## config.mk

```make
export PLATFORM = sky130hd
export DESIGN_NAME = clk_ratio_sync_mon
export DESIGN_NICKNAME = d
export VERILOG_FILES = /design/src/rtl/crsm_pkg.sv /design/src/rtl/crsm_frame_meter.sv /design/src/rtl/crsm_rate_divider.sv /design/src/rtl/crsm_lock_fsm.sv /design/src/rtl/clk_ratio_sync_mon.sv
export SDC_FILE = /design/constraint.sdc
export NUM_CORES = 1
export LEC_CHECK = 0
export ABC_AREA = 1
export CAP_MARGIN = 30
export CORE_MARGIN = 10
export CORE_UTILIZATION = 45
export CTS_BUF_LIST = sky130_fd_sc_hd__clkbuf_16
export DETAILED_ROUTE_END_ITERATION = 6
export DONT_BUFFER_PORTS = 1
export PLACE_DENSITY = 0.56
export SLEW_MARGIN = 20
export SYNTH_ARGS = -nofsm -noshare
export SYNTH_HDL_FRONTEND = slang
export SYNTH_SLANG_ARGS = --single-unit
export TNS_END_PERCENT = 20
```

## constraint.sdc

```tcl
create_clock -name clk -period 4 [get_ports clk]
set_clock_uncertainty 0.1 [all_clocks]
set_input_delay 0.8 -clock clk [delete_from_list [all_inputs] [get_ports clk]]
set_output_delay 0.8 -clock clk [all_outputs]
set_load 0.005 [all_outputs]
```

## src/rtl/crsm_pkg.sv

```systemverilog
package crsm_pkg;

  typedef enum logic [1:0] {
    RATIO_NONE = 2'd0,
    RATIO_256  = 2'd1,
    RATIO_384  = 2'd2,
    RATIO_512  = 2'd3
  } ratio_e;

  typedef enum logic [1:0] {
    ST_ACQ    = 2'd0,
    ST_SETTLE = 2'd1,
    ST_LOCK   = 2'd2
  } lock_st_e;

  function automatic int unsigned abs_gap(int unsigned a, int unsigned b);
    return (a > b) ? (a - b) : (b - a);
  endfunction

  function automatic int unsigned ratio_mult(ratio_e r);
    case (r)
      RATIO_256: return 256;
      RATIO_384: return 384;
      RATIO_512: return 512;
      default:   return 0;
    endcase
  endfunction

  // nearest supported ratio within tol system clocks, else none
  function automatic ratio_e classify_ratio(int unsigned period, int unsigned tol);
    if (abs_gap(period, 256) <= tol) return RATIO_256;
    if (abs_gap(period, 384) <= tol) return RATIO_384;
    if (abs_gap(period, 512) <= tol) return RATIO_512;
    return RATIO_NONE;
  endfunction

  // drift tolerance converted from bit clocks into system clocks
  function automatic int unsigned drift_limit(ratio_e r, int unsigned bck_per_frame,
                                              int unsigned drift_bck);
    return (drift_bck * ratio_mult(r)) / bck_per_frame;
  endfunction

  function automatic logic [1:0] phase_last(ratio_e r);
    case (r)
      RATIO_384: return 2'd2;
      RATIO_512: return 2'd1;
      default:   return 2'd0;
    endcase
  endfunction

  function automatic logic en_pattern(ratio_e r, logic [1:0] ph);
    case (r)
      RATIO_256: return 1'b1;
      RATIO_384: return ph != 2'd2;
      RATIO_512: return ph == 2'd0;
      default:   return 1'b0;
    endcase
  endfunction

endpackage

```

## src/rtl/crsm_frame_meter.sv

```systemverilog
module crsm_frame_meter #(
  parameter int unsigned CNT_W = 11
) (
  input  logic             clk,
  input  logic             rst_n,
  input  logic             lrck,
  output logic             rise,
  output logic             period_ok,
  output logic [CNT_W-1:0] elapsed
);
  localparam logic [CNT_W-1:0] CNT_MAX = '1;

  logic             lrck_q;
  logic             seen_q;
  logic [CNT_W-1:0] cnt_q;

  assign rise      = lrck & ~lrck_q;
  assign period_ok = rise & seen_q;   // first edge only opens the window
  assign elapsed   = cnt_q;

  always_ff @(posedge clk) begin
    if (!rst_n) begin
      lrck_q <= 1'b0;
      seen_q <= 1'b0;
      cnt_q  <= '0;
    end else begin
      lrck_q <= lrck;
      if (rise) begin
        seen_q <= 1'b1;
        cnt_q  <= CNT_W'(1);
      end else if (cnt_q != CNT_MAX) begin
        cnt_q <= cnt_q + CNT_W'(1);
      end
    end
  end

  assert_edge_restarts_count_R2: assert property (@(posedge clk) disable iff (!rst_n)
    rise |=> (elapsed == CNT_W'(1)));

endmodule

```

## src/rtl/crsm_rate_divider.sv

```systemverilog
module crsm_rate_divider
  import crsm_pkg::*;
(
  input  logic   clk,
  input  logic   rst_n,
  input  logic   run,
  input  logic   rise,
  input  ratio_e ratio,
  output logic   en
);
  logic [1:0] ph_q;

  assign en = run && en_pattern(ratio, ph_q);

  always_ff @(posedge clk) begin
    if (!rst_n) begin
      ph_q <= 2'd0;
    end else if (!run || rise) begin
      ph_q <= 2'd0;
    end else if (ph_q == phase_last(ratio)) begin
      ph_q <= 2'd0;
    end else begin
      ph_q <= ph_q + 2'd1;
    end
  end

  // two of every three cycles at 384x while no edge disturbs the phase
  assert_two_of_three_R3: assert property (@(posedge clk) disable iff (!rst_n)
    (run && ratio == RATIO_384 && $past(run && ratio == RATIO_384)
     && $past(run && ratio == RATIO_384, 2) && !$past(rise) && !$past(rise, 2))
    |-> ($countones({en, $past(en), $past(en, 2)}) == 2));

endmodule

```

## src/rtl/crsm_lock_fsm.sv

```systemverilog
module crsm_lock_fsm
  import crsm_pkg::*;
#(
  parameter int unsigned CNT_W         = 11,
  parameter int unsigned TOL           = 4,
  parameter int unsigned BCK_PER_FRAME = 64,
  parameter int unsigned DRIFT_BCK     = 4,
  parameter int unsigned HOLD_FRAMES   = 32
) (
  input  logic             clk,
  input  logic             rst_n,
  input  logic             rise,
  input  logic             period_ok,
  input  logic [CNT_W-1:0] elapsed,
  output logic             sync,
  output ratio_e           ratio,
  output logic             run
);
  localparam int unsigned FRM_W = (HOLD_FRAMES > 1) ? $clog2(HOLD_FRAMES) : 1;
  localparam int unsigned LIM_W = CNT_W + 1;

  lock_st_e         state_q;
  logic [CNT_W-1:0] ref_q;
  ratio_e           ratio_q;
  logic [FRM_W-1:0] frm_q;

  logic [LIM_W-1:0] thr, limit;
  ratio_e           seen_ratio;
  logic             drift_bad, timeout, loss;

  always_comb begin
    thr        = LIM_W'(drift_limit(ratio_q, BCK_PER_FRAME, DRIFT_BCK));
    limit      = {1'b0, ref_q} + thr;
    seen_ratio = classify_ratio(32'(elapsed), TOL);
    drift_bad  = period_ok && (LIM_W'(abs_gap(32'(elapsed), 32'(ref_q))) > thr);
    timeout    = !rise && ({1'b0, elapsed} > limit);
    loss       = (state_q != ST_ACQ) && (drift_bad || timeout);
  end

  always_ff @(posedge clk) begin
    if (!rst_n) begin
      state_q <= ST_ACQ;
      ref_q   <= '0;
      ratio_q <= RATIO_NONE;
      frm_q   <= '0;
    end else begin
      unique case (state_q)
        ST_ACQ: begin
          if (period_ok && seen_ratio != RATIO_NONE) begin
            state_q <= ST_SETTLE;
            ref_q   <= elapsed;
            ratio_q <= seen_ratio;
            frm_q   <= '0;
          end
        end
        default: begin
          if (loss) begin
            state_q <= ST_ACQ;
            ratio_q <= RATIO_NONE;
          end else if (period_ok && state_q == ST_SETTLE) begin
            if (frm_q == FRM_W'(HOLD_FRAMES - 1)) state_q <= ST_LOCK;
            else                                  frm_q   <= frm_q + FRM_W'(1);
          end
        end
      endcase
    end
  end

  assign sync  = (state_q == ST_LOCK);
  assign ratio = ratio_q;
  assign run   = (state_q != ST_ACQ);

  assert_drift_exits_lock_R5: assert property (@(posedge clk) disable iff (!rst_n)
    (run && drift_bad) |=> (!run && ratio == RATIO_NONE));

  assert_lock_only_on_edge_R7: assert property (@(posedge clk) disable iff (!rst_n)
    $rose(sync) |-> $past(period_ok));

  assert_silent_frame_bound_R6: assert property (@(posedge clk) disable iff (!rst_n)
    sync |-> ({1'b0, elapsed} <= limit + LIM_W'(1)));

  assert_loss_beats_lock_R8: assert property (@(posedge clk) disable iff (!rst_n)
    (state_q == ST_SETTLE && loss) |=> !sync);

endmodule

```

## src/rtl/clk_ratio_sync_mon.sv

```systemverilog
module clk_ratio_sync_mon
  import crsm_pkg::*;
#(
  parameter int unsigned DW            = 16,
  parameter int unsigned CNT_W         = 11,
  parameter int unsigned TOL           = 4,
  parameter int unsigned BCK_PER_FRAME = 64,
  parameter int unsigned DRIFT_BCK     = 4,
  parameter int unsigned HOLD_FRAMES   = 32
) (
  input  logic          clk,
  input  logic          rst_n,
  input  logic          lrck_i,
  input  logic [DW-1:0] cap_in,
  input  logic [DW-1:0] play_in,
  output logic          en256_o,
  output logic          sync_o,
  output logic [1:0]    ratio_o,
  output logic [DW-1:0] cap_out,
  output logic [DW-1:0] play_out
);
  logic             rise_w, period_ok_w, run_w;
  logic [CNT_W-1:0] elapsed_w;
  ratio_e           ratio_w;

  crsm_frame_meter #(.CNT_W(CNT_W)) u_meter (
    .clk(clk), .rst_n(rst_n), .lrck(lrck_i),
    .rise(rise_w), .period_ok(period_ok_w), .elapsed(elapsed_w)
  );

  crsm_lock_fsm #(
    .CNT_W(CNT_W), .TOL(TOL), .BCK_PER_FRAME(BCK_PER_FRAME),
    .DRIFT_BCK(DRIFT_BCK), .HOLD_FRAMES(HOLD_FRAMES)
  ) u_fsm (
    .clk(clk), .rst_n(rst_n), .rise(rise_w), .period_ok(period_ok_w),
    .elapsed(elapsed_w), .sync(sync_o), .ratio(ratio_w), .run(run_w)
  );

  crsm_rate_divider u_div (
    .clk(clk), .rst_n(rst_n), .run(run_w), .rise(rise_w),
    .ratio(ratio_w), .en(en256_o)
  );

  assign ratio_o = ratio_w;

  always_ff @(posedge clk) begin
    if (!rst_n) begin
      cap_out  <= '0;
      play_out <= '0;
    end else begin
      cap_out <= sync_o ? cap_in : '0;
      if (sync_o) play_out <= play_in;
    end
  end

  assert_capture_zeroed_R9: assert property (@(posedge clk) disable iff (!rst_n)
    !sync_o |=> (cap_out == '0));

  assert_playback_held_R10: assert property (@(posedge clk) disable iff (!rst_n)
    !sync_o |=> $stable(play_out));

  assert_ratio_known_in_lock_R1: assert property (@(posedge clk) disable iff (!rst_n)
    sync_o |-> (ratio_o != 2'b00));

endmodule

```

After elaboration in Yosys (flattened, before gate mapping)
Cells that the tools add are included.
{"block": "totals", "ff_bits": 67, "out_inout_bits": 36}
{"block": "op_classes", "addsub": 12, "magnitude_cmp": 9, "eq_ne": 12, "muxes": 36, "n_bitwise": 4, "reduce_logical": 26}
{"op": "$le A32 B3 Y1 const B", "count": 3}
{"op": "$mux W32", "count": 3}
{"op": "$mux W2", "count": 16}
{"op": "$pmux W10 S3", "count": 1}
{"op": "$mux W5", "count": 5}
{"op": "$sub A11 B11 Y12", "count": 2}
{"op": "$sub A11 B9 Y12 const B", "count": 2}
{"op": "$sub A9 B11 Y12 const A", "count": 2}
{"op": "$gt A11 B9 Y1 const B", "count": 2}
{"op": "$add A11 B6 Y12", "count": 1}
{"op": "$gt A11 B12 Y1", "count": 1}
{"op": "$gt A12 B6 Y1", "count": 1}
{"op": "$mux W12", "count": 1}
{"op": "$sub A10 B11 Y12 const A", "count": 1}
{"op": "$sub A11 B10 Y12 const B", "count": 1}
{"op": "$add A11 B1 Y11 const B", "count": 1}
{"op": "$gt A11 B10 Y1 const B", "count": 1}
{"op": "$gt A11 B11 Y1", "count": 1}
{"op": "$ne A11 B11 Y1 const B", "count": 1}
{"op": "$reduce_bool A2 Y1", "count": 5}
{"op": "$mux W1", "count": 8}
{"op": "$eq A2 B2 Y1 const B", "count": 3}
{"op": "$logic_and A1 B1 Y1", "count": 6}
{"op": "$ne A2 B2 Y1 const B", "count": 3}
{"op": "19 further kinds", "count": 28}

Longest topological paths before layout
{"block": "depth", "word_depth": 14, "mapped_depth": 28, "mapped_depth_nobuf": 27}

Modules after synthesis
Synthesis repeated with hierarchy kept, for this count alone.
{"block": "unflattened", "hier_cells": 812, "area_unflattened_um2": 5332.6}
{"module": "crsm_lock_fsm", "n_inst": 1, "cells_per_inst": 544, "area_per_inst_um2": 3300.7}
{"module": "clk_ratio_sync_mon", "n_inst": 1, "cells_per_inst": 152, "area_per_inst_um2": 1227.4}
{"module": "crsm_frame_meter", "n_inst": 1, "cells_per_inst": 92, "area_per_inst_um2": 646.9}
{"module": "crsm_rate_divider", "n_inst": 1, "cells_per_inst": 24, "area_per_inst_um2": 157.7}

Worst setup path after synthesis
Ideal clock, no wire load.
{"block": "synth_path", "path_kind": "register -> register", "from": "reg u_meter.cnt_q[0] (netlist: u_meter.elapsed[0])", "to": "reg u_fsm.frm_q[0]", "setup_ps": 113, "t_arrival_ps": 3517, "slack_ps": 270, "stages_incl_launch_ff": 27, "n_path_buf": 0, "synth_period_minus_slack_ps": 3730, "cell_sequence": "dfxtp_1 > clkinv_1 > ha_1 > fa_1 > inv_1 > nand2_1 > a21oi_1 > nand2_1 > nand3_2 > nand2_4 > inv_2 > nand3_1 > o21ai_0 > xor2_1 > inv_1 > ha_1 > nand2_1 > and3b_1 > nand3_1 > o21bai_1 > nand3_1 > nand2_1 > nand3_2 > nand2_2 > nand2_4 > o21ai_1 > nor2_1"}
{"block": "synth_via", "elab_chain_len": 13}
{"item": "start, declared", "line": "crsm_frame_meter.sv:15", "rtl": "logic [CNT_W-1:0] cnt_q;"}
{"item": "start signal, assigned", "line": "crsm_frame_meter.sv:32", "rtl": "cnt_q <= cnt_q + CNT_W'(1);"}
{"item": "$sub A10 B11 Y12 (tied with other cells)", "line": "crsm_pkg.sv:17", "rtl": "return (a > b) ? (a - b) : (b - a);"}
{"item": "$mux W32", "line": "crsm_pkg.sv:17"}
{"item": "$le A32 B3 Y1", "line": "crsm_pkg.sv:33", "rtl": "if (abs_gap(period, 512) <= tol) return RATIO_512;"}
{"item": "$mux W1 (2 in a row)", "line": "crsm_pkg.sv:33"}
{"item": "$mux W1", "line": "crsm_pkg.sv:32", "rtl": "if (abs_gap(period, 384) <= tol) return RATIO_384;"}
{"item": "$mux W2", "line": "crsm_pkg.sv:34", "rtl": "return RATIO_NONE;"}
{"item": "$mux W2", "line": "crsm_pkg.sv:33"}
{"item": "$mux W2", "line": "crsm_pkg.sv:32"}
{"item": "$reduce_bool A2 Y1", "line": "crsm_lock_fsm.sv:49", "rtl": "if (period_ok && seen_ratio != RATIO_NONE) begin"}
{"item": "$logic_and A1 B1 Y1", "line": "crsm_lock_fsm.sv:49"}
{"item": "$ne A2 B1 Y1 (no source line)"}
{"item": "$reduce_and A4 Y1 (no source line) *"}
{"item": "end signal, assigned", "line": "crsm_lock_fsm.sv:62", "rtl": "else frm_q <= frm_q + FRM_W'(1);"}
{"item": "end, declared", "line": "crsm_lock_fsm.sv:25", "rtl": "logic [FRM_W-1:0] frm_q;"}
Every way passes the cells marked *; elsewhere a longest branch is shown, timed or not. The select of a mux whose other input is x is not followed.
A chain may end at the register's enable or synchronous reset.

Worst setup path in the final report
{"block": "layout_path", "from": "reg u_meter.cnt_q[2] (netlist: u_meter.elapsed[2])", "to": "reg u_fsm.frm_q[3]"}
The elaborated chain is that of the path after synthesis.

==> summary.md <==
| Metric | Value |
|---|---|
| Status | `finished clean` |
| Achievable Freq | `271 MHz` |
| CP max stage cell | `dfxtp_1` |
| Root Driver | `clkbuf_16` |
| Post-synthesis compound-gate area fraction | `0.122` |
| Detail Route Antenna Nets | `0` |
| Largest net degree at the start of global routing | `34` |
| Post-synth ARST share | `0` |
| WL final | `14,000 um` |
| Worst reg2reg path depth | `21` |
| CP endpoint kind | `register` |
| Max-slew violation count | `0` |
| DR WL/cell | `15.1 um` |
| Remaining DRCs | `0` |
| Worst setup path start | `u_meter.elapsed[2]` |
| Setup TNS | `0 ns` |
| Fillers | `1,116` |
| Horiz. Die Dim | `127 um` |
| Unrepaired setup endpoints after global routing | `false` |
| P_leak | `2.83 nW` |
| Global placement routability congestion | `0.897` |
| Ys Warns | `0` |
| Clock transition at path regs | `0.06 ns` |
| Starting Density | `0.466` |
| Data arrival, critical path | `3.82 ns` |
| Vias per inst | `5.11` |
| Clock sinks | `67` |
| Seq/Total Area, Yosys | `0.262` |
| H-Tree Depth | `3` |
| NumNets Final | `883` |
| Synth top area share | `0.262` |
| P&R area growth vs syn | `12.0%` |
| Via count | `4,765` |
| Slew headroom | `0.598` |
| Final Hold Fails | `0` |
| Net Count, Synth | `862` |
| CP Max Fanout | `8` |
| CTS tree | `done` |
| Number of global-route vias before repair | `4,541` |
| Simple-gate area share of the yosys netlist | `0.321` |
| Global-route usage over all layers | `0.173` |
| Commonest cells post-synth | `nand2_1, nor2_1, inv_1, dfxtp_1, ha_1` |
| Core outline area | `0.0110 mm2` |
| Gate Count Post-Synth | `766` |
| Worst-skew pair later-pin latency | `0.33 ns` |
| Inst Count DP | `912` |
| Cell Chain, Critical Path | `inv_4, ha_2, nand2_1, o21bai_1, inv_1, o21ai_0, o21ai_2, xor2_1, inv_1, ha_1, nand2_1, nor2_1, a211oi_1, o21bai_1, nand3_1, nand2_2, nand3_2, nand2_2, nand2_4, o21ai_1, nor2_1` |
| Flip-flop and latch count after synthesis | `67` |
| Layout cells sized above 1 | `0.107` |
| Initial antenna violation count | `0` |
| Ranking of synthesized cells by area | `dfxtp_1, ha_1, nand2_1, nor2_1, inv_1` |
| CP required | `4.13 ns` |
| R2r endpoint | `u_fsm.frm_q[3]` |
| Mux share of post-synthesis cell area | `0` |
| Synthesized cell area | `0.00511 mm2` |
| Dpl ws | `0.0226 ns` |
| Largest area contributor in the netlist | `dfxtp_1` |
| Worst flop-to-flop path startpoint | `u_meter.elapsed[2]` |
| TritonCTS Buffers | `9` |
| Flop2flop setup slack | `0.30 ns` |
| DRT Pass-1 Iters | `5` |
| Top-count cell post-synth | `nand2_1` |
| WS Path Type | `register to register` |
| Area occupied by registers | `0.00134 mm2` |
| Finished Layout Cells | `932` |
| Port Buffers | `0` |
| DRT iter0 DRCs | `264` |
| Synth cell types | `44` |
| Hold path cells | `2` |
| HPWL after DPL | `11,200 um` |
| Full die area | `0.0160 mm2` |
| Largest family of logic cells by synthesized area | `simple AND/OR/NAND/NOR gates` |
| Critical Path Sink | `u_fsm.frm_q[3]` |
| Tmin final | `3.70 ns` |
| Max IR drop VDD | `0.247 mV` |
| Multi-input logic area | `0.00330 mm2` |
| Number of synthesized flops with an enable pin | `0` |
| Hold_ws | `0.356 ns` |
| Setup violations, final | `0` |
| Synth Area in Adders | `0.154` |
| Syn_area_per_cell | `6.68 um2` |
| Synth Area in XOR/XNOR | `0.0391` |
| # IOs | `71` |
| Worst setup SP type | `register` |
| PwrDens | `324 mW/mm2` |
| Gr ovfl total | `0` |
| Worst setup margin | `0.303 ns` |
| Row Count | `38` |
| Clock tree buffer depth | `2` |
| Reported max-cap violation count | `0` |
| Worst Hold Class | `register to register` |
| Crit path largest cell delay | `0.45 ns` |
| Die height | `127 um` |
| Final period util | `0.924` |
| Worst-margin pin slew | `0.601 ns` |
| First-pass GRT wire length | `23,000 um` |
| Diodes inserted | `0` |
| Main synth FF type | `dfxtp_1` |
## power breakdown
part           internal, W  leakage (nW)  switching, W  total (W)
Clock             0.000421         0.126      0.000319   0.000740
Sequential        0.000719         0.542     0.0000385   0.000758
Combinational     0.000131          2.17      0.000227   0.000358
Total              0.00127          2.83      0.000584    0.00186
## worst min-delay path by stage
| stage | startpoint | end | slack (ns) |
|---|---|---|---|
| 3_3_place_gp | u_div.ph_q[0] | u_div.ph_q[0] | 0.34 |
| 6_report | u_meter.seen_q | u_meter.seen_q | 0.36 |
| 4_1_cts | u_meter.seen_q | u_meter.seen_q | 0.36 |
| 5_1_grt | u_div.ph_q[0] | u_div.ph_q[0] | 0.41 |
| 2_1_floorplan | u_div.ph_q[0] | u_div.ph_q[0] | 0.32 |
| 3_5_place_dp | u_meter.seen_q | u_meter.seen_q | 0.35 |
## sequential cells by signal (all words and copies together) (netlist names)
| register | cells |
|---|---|
| u_fsm.frm_q | 5 |
| u_fsm.state_q | 2 |
| u_meter.lrck_q | 1 |
| cap_out | 16 |
| u_meter.seen_q | 1 |
| play_out | 16 |
| u_meter.elapsed | 11 |
| u_fsm.ref_q | 11 |
| u_fsm.ratio | 2 |
| u_div.ph_q | 2 |
## kinds of logic after synthesis
| kind of cell | count (synthesis) |
|---|---|
| adder cells (fa/ha/maj) | 61 |
| AO/OA/AOI/OAI | 118 |
| buffers and inverters | 132 |
| XOR/XNOR | 22 |
| AND/OR/NAND/NOR | 366 |
| flip-flops | 67 |
## repair_timing
item                       CTS  global route
buffers inserted             0             4
gates resized for setup      2            16
hold buffers                 0             0
setup endpoints to repair    3             9
pin swaps                    0             4
## final cells by class
| type | instances | share of cell area |
|---|---|---|
| Timing Repair Buffer | 23 | 0.0302 |
| Sequential cell | 67 | 0.234 |
| Tap cell | 140 | 0.0306 |
| Clock buffer | 9 | 0.0393 |
| Multi-Input combinational cell | 567 | 0.576 |
| Inverter | 119 | 0.0800 |
| Clock inverter | 7 | 0.00918 |
## metrics by stage
stage               utilization  total power [W]  cell area (um2)
detailed placement        0.488          0.00112             5360
global route              0.521          0.00196             5730
global placement          0.488          0.00111             5360
CTS                       0.514          0.00186             5650
finish                    0.521          0.00186             5730
floorplan                     -          0.00103             5110
## cells in the final DEF, fill, tap and decap left out, types with 21 or more instances in the layout
cell / synthesis / routed
dfxtp_1: 67 / 66
buf_4: 2 / 23
o21ai_1: 22 / 21
o21ai_0: 29 / 28
nor2_1: 109 / 109
a21oi_1: 53 / 52
nand2_1: 170 / 169
ha_1: 58 / 53
inv_1: 105 / 104
nand3_1: 45 / 45
## worst max-delay path: cells and delay by family (launching register included)
family                     cells  cell delay [ns]
AOI/OAI and AO/OA              6             1.07
and+or+nand+nor                9             0.84
adders and majority gates      2             0.75
DFF                            1             0.45
buffers and inverters          3             0.26
xor gates and xnor gates       1             0.15
## metal layers
metal  vias to the layer above  wire, um  global-route usage
met5                         -         0                   0
met4                         0       344              0.0603
met3                        24       833              0.0462
met2                       122      6450               0.276
met1                      2146      6400               0.221
li1                       2473         -                   -
Power figures use the tool's default switching activity.
